`src/rtl/bidir_store_reg.sv`:
```
module bidir_store_reg #(
  parameter int W = 18
) (
  input  logic         clk,
  input  logic         rst,
  input  logic [W-1:0] a_in,
  input  logic [W-1:0] b_in,
  input  logic         ab_pass,
  input  logic         ab_strobe,
  input  logic         ab_drive_en,
  input  logic         ba_pass,
  input  logic         ba_strobe,
  input  logic         ba_drive_n,
  output logic [W-1:0] b_out,
  output logic         b_drive,
  output logic [W-1:0] a_out,
  output logic         a_drive
);

  logic [W-1:0] ab_word, ba_word;
  logic         ab_stb_q, ba_stb_q;
  logic         ab_rise, ba_rise;

  assign ab_rise = ab_strobe & ~ab_stb_q;
  assign ba_rise = ba_strobe & ~ba_stb_q;

  always_ff @(posedge clk) begin
    ab_stb_q <= ab_strobe;
    if (rst) begin
      ab_word <= '0;
      b_drive <= 1'b0;
    end else begin
      b_drive <= ab_drive_en;
      if (ab_pass || ab_rise) ab_word <= a_in;
    end
  end

  always_ff @(posedge clk) begin
    ba_stb_q <= ba_strobe;
    if (rst) begin
      ba_word <= '0;
      a_drive <= 1'b0;
    end else begin
      a_drive <= ~ba_drive_n;
      if (ba_pass || ba_rise) ba_word <= b_in;
    end
  end

  assign b_out = ab_pass ? a_in : ab_word;
  assign a_out = ba_pass ? b_in : ba_word;

  logic rst_q;
  always_ff @(posedge clk) rst_q <= rst;

  always_ff @(posedge clk)
    if (rst_q)
      p_reset_clear_r1: assert (ab_word == '0 && ba_word == '0 && !a_drive && !b_drive)
        else $error("reset did not clear state");

  p_pass_load_r2: assert property (@(posedge clk) disable iff (rst)
    ab_pass |=> ab_word == $past(a_in));

  p_edge_load_r4: assert property (@(posedge clk) disable iff (rst)
    (!ab_pass && ab_strobe && !$past(ab_strobe)) |=> ab_word == $past(a_in));

  p_hold_r5: assert property (@(posedge clk) disable iff (rst)
    (!ab_pass && !(ab_strobe && !$past(ab_strobe))) |=> $stable(ab_word));

  p_bhold_r8: assert property (@(posedge clk) disable iff (rst)
    (!ba_pass && !(ba_strobe && !$past(ba_strobe))) |=> $stable(ba_word));

  p_bdrive_r6: assert property (@(posedge clk) disable iff (rst)
    ab_drive_en |=> b_drive);

  p_adrive_r7: assert property (@(posedge clk) disable iff (rst)
    ba_drive_n |=> !a_drive);

endmodule

```
`config.mk`:
```
export PLATFORM = sky130hd
export DESIGN_NAME = bidir_store_reg
export DESIGN_NICKNAME = d
export VERILOG_FILES = /design/src/rtl/bidir_store_reg.sv
export SDC_FILE = /design/constraint.sdc
export NUM_CORES = 1
export LEC_CHECK = 0
export BUFFER_PORTS_ARGS = -buffer_cell sky130_fd_sc_hd__buf_4
export CAP_MARGIN = 25
export CORE_ASPECT_RATIO = 1.5
export CORE_MARGIN = 2
export CORE_UTILIZATION = 55
export CTS_BUF_LIST = sky130_fd_sc_hd__clkbuf_4 sky130_fd_sc_hd__clkbuf_8
export DETAILED_ROUTE_END_ITERATION = 8
export PLACE_DENSITY = 0.89
export SLEW_MARGIN = 5
export SYNTH_ARGS = -nofsm -noshare
export SYNTH_HDL_FRONTEND = slang
export SYNTH_SLANG_ARGS = --single-unit
```
`constraint.sdc`:
```
create_clock -name clk -period 2.1 [get_ports clk]
set_clock_uncertainty 0.15 [all_clocks]
set_input_delay 0.21 -clock clk [delete_from_list [all_inputs] [get_ports clk]]
set_output_delay 0.21 -clock clk [all_outputs]
set_load 0.02 [all_outputs]
```
---- Yosys cells after proc, flatten, opt, wreduce, memory -nomap -nowiden ----
Index checks and enable logic that the tools add are counted.
word-level totals
  register bits ........................... 40
  word-level logic and storage cells ...... 15
operators by class
  bitwise gates (word level) .............. 5
  multiplexer cells ....................... 2
  reductions and logical operators ........ 2
operators with widths
  cell               count
  2-to-1 mux 18 bit  2
  inverter 1 bit     3
  AND 1 bit          2
  logical OR 1 bit   2

---- Logic depth before layout (Yosys ltp) ----
  depth in word-level cells ............... 3
  gate-level depth with buffers ........... 5
  mapped depth without buffers ............ 3

---- Worst setup path after synthesis ----
Ideal clock, no wire load.
  path kind ............................... input to output
  from .................................... input port ba_pass
  to ...................................... output port a_out[10]
  path buffers ............................ 2
  stages .................................. 3
  slack ................................... 0.845 ns
  required time ........................... 1.740 ns
  arrival ................................. 0.895 ns
  cell sequence ........................... buf_6 > buf_4 > mux2_2
between the ends
  word-level cells in the longest chain between the ends .. 1
ends and longest elaborated chain
  what                RTL line  text
  start: declaration  11        input logic ba_pass,
  2-to-1 mux 18 bit   50        assign a_out = ba_pass ? b_in : ba_word;
  end: declaration    16        output logic [W-1:0] a_out,
No other way between the ends.

---- Worst setup path in the final report ----
  from .................................... input port ab_strobe
  to ...................................... register ab_word[14]
between the ends
  word-level cells in the longest chain between the ends .. 2
ends and longest elaborated chain
  what                    RTL line  text
  start: declaration      9         input logic ab_strobe,
  AND 1 bit               24        assign ab_rise = ab_strobe & ~ab_stb_q;
  logical OR 1 bit        34        if (ab_pass || ab_rise) ab_word <= a_in;
  end signal: assignment  34
  end: declaration        20        logic [W-1:0] ab_word, ba_word;
No other way between the ends.
A chain may end at the register's enable or synchronous reset.

==> metrics <==
status=finished clean; top cells by count, synth=nand2b_1, dfxtp_1, mux2_2, mux2i_1, clkbuf_1; Top FF cell, synth=dfxtp_1; first-pass GRT wire length=6796 um; H-tree Lvls=2; PortBufs=81; CP max stage cell=dlygate4sd3_1; min cycle time layout=1.556 ns; Switching Power=0.5098 mW; worst reg2reg path depth=4; VDD IR max=0.5871 mV; placer congestion estimate=0.7032; Buffers & Inverters on Critical Path=3; dpl ws=0.6953 ns; Worst Tran Pin Value=0.4865 ns; delay-heaviest family, CP=buffers and inverters; CTS tree=done; post-synth top area cell=dfxtp_1; HP Start=b_in[5]; CTS clock-pin slew for the worst setup and hold paths=0.08 ns; Avg Inst Size Synth=10.67 um2; setup_tns=0 ns; total number of vias=1661; Num CTS Buffers=5; r2r startpoint=ab_stb_q; Mapped Area=2198 um2; DR pass1 iterations=4; Netlist cell types=13; Total Routing Usage GR=18.99%; share of post-route cells with drive strength above 1=45.26%; I/O pins=82; Final Slew Violations=0; initial antenna violation count=0; Syn Inst Count=206; initial core utilization=56.53%; fin crit share=74.09%; data required time of the worst path=2.17 ns; Setup WS post-layout=0.5441 ns; die height=81.43 um; Hold Vio Cnt, Final=0; remaining antenna violation count=0; Die X=55.62 um; drt first-iter violations=33; Fillers=285; Post-DP HPWL=3150 um; max cap viols=0; Int Pwr=1.420 mW; RSZ-0062 raised after global routing=no; top cell type's share of synthesized area=36.43%; top cells by area, synth=dfxtp_1, nand2b_1, mux2_2; Fmax achieved=0.6427 GHz; Post-synth EDFFs=0; critical path class=primary input to register; clock root buffer=clkbuf_8; CTS sink count=40; Arrival @ worst endpoint=1.62 ns; Power Density=663.0 nW/um2; most common cell in the netlist=nand2b_1; Pwr Total=1.929 mW; Slew HR=67.57%; Reg area=800.8 um2; Comb power frac=24.5%; cell depth of the worst min-delay path=3; switch share=26.42%; post-CTS sizing=0; largest net degree at the start of global routing=75; type of the worst min-delay path=primary input to register; worst-path fanout max=12; ANT cells=0; core area=3889 um2; Row Count=28; P&R area growth vs syn=32.38%; sequential area share after synthesis=36.43%; final WL=4272 um; Leak=1.311 nW; WL/cell=12.95 um; fin nets=328; CTS Buffer Depth=2; Net Count, Synth=250; Final Util=74.84%; Seq cells post-synth=40; reg-to-reg endpoint=ab_word[14]; CP Cell Sequence=dlygate4sd3_1 > buf_4 > a21oi_4 > buf_12 > mux2i_1; multi-input logic area=1259 um2; CP peak stage delay=0.54 ns; # DRC=0; vias in the first global route=1595; Critical Path Start Type=primary input; vias per std cell=5.033; Final Setup Violations=0; flop2flop setup slack=0.76 ns; sequential power share=43.4%; Async SR Flop Fraction=0%; Ys Warns=0; clock latency on the worst-skew pair=0.29 ns; nature of the critical path endpoint=register; die area=4529 um2; Hold Crit Endpoint=ba_word[5]; clock share of power=32.1%; total gr overflow=0
timing repair:
item | in CTS | in global routing
hold buffers | 4 | 0
setup endpoints to repair | 0 | 0
endpoints found under the hold margin | 4 | 0
buffers inserted | 0 | 0
flip-flops by register name, indices dropped and copies added (netlist names):
| name | flops |
|---|---|
| a_drive | 1 |
| ba_stb_q | 1 |
| b_drive | 1 |
| ba_word | 18 |
| ab_stb_q | 1 |
| ab_word | 18 |
worst register-to-register path, cell delays in order (launching register included):
cell	delay, ns
dfxtp_1	0.31
inv_1	0.06
a21oi_4	0.34
buf_12	0.20
mux2i_1	0.21
power by group through the flow:
stage          combinational [mW]  sequential [mW]  clock (mW)
6_report                    0.474            0.837       0.619
5_1_grt                     0.509            0.843       0.665
3_5_place_dp                0.472            0.855           0
2_1_floorplan               0.301            0.848           0
3_3_place_gp                0.462            0.852           0
4_1_cts                     0.479            0.838       0.631
cell type report:
class                           instances  share of cell area (%)
Clock inverter                          3                   1.462
Clock buffer                            5                   2.365
Multi-Input combinational cell        148                   43.25
Inverter                                2                  0.2580
Sequential cell                        40                   27.52
Timing Repair Buffer                   87                   23.22
Tap cell                               45                   1.935
layout by cell type, fill, tap and decap left out, drive strengths merged:
master and n:
dfxtp 40, inv 2, nor2b 1, bufinv 1
clkinv 1, nor2 1, buf 83, a21oi 2
clkbuf 5, nand2b 72, clkinvlp 1, mux2 36
mux2i 36, dlygate4sd3 4
cells by family (layout without fill, tap and decap cells):
group / after synthesis / after routing / share of synthesized area [%]
mux: 72 / 72 / 34.83
buf+inv: 18 / 97 / 6.317
flops: 40 / 40 / 36.43
simple gates: 74 / 74 / 20.94
compound gates: 2 / 2 / 1.480
routing by layer:
metal | vias to the layer above | track usage (%) | routed length (um) | part of all wire [%]
met5 | - | 0 | 0 | 0
met4 | 0 | 7.073 | 82 | 1.9
met3 | 8 | 5.512 | 213 | 5.0
met2 | 44 | 36.79 | 2393 | 56
met1 | 772 | 19.09 | 1583 | 37
li1 | 837 | - | - | -
how the worst max path moves through the flow:
stage	slack, ns	startpoint	endpoint	depth (start not counted)
after floorplan	0.85	ba_pass	a_out[10]	3
final	0.54	ab_strobe	ab_word[14]	5
after detailed placement	0.70	ab_pass	ab_word[14]	4
after global placement	0.73	ba_pass	a_out[3]	3
after global routing	0.51	ab_strobe	ab_word[14]	5
after CTS	0.54	ab_strobe	ab_word[14]	5
stage by stage:
step	hold WS, ns	std cells	instance area (um2)
after global placement	0.1915	318	2759
after CTS	0.02702	330	2910
after global routing	0.02548	330	2910
after detailed placement	0.1943	318	2759
after floorplan	0.08772	206	2198
final	0.03156	330	2910
Power figures use the tool's default switching activity.
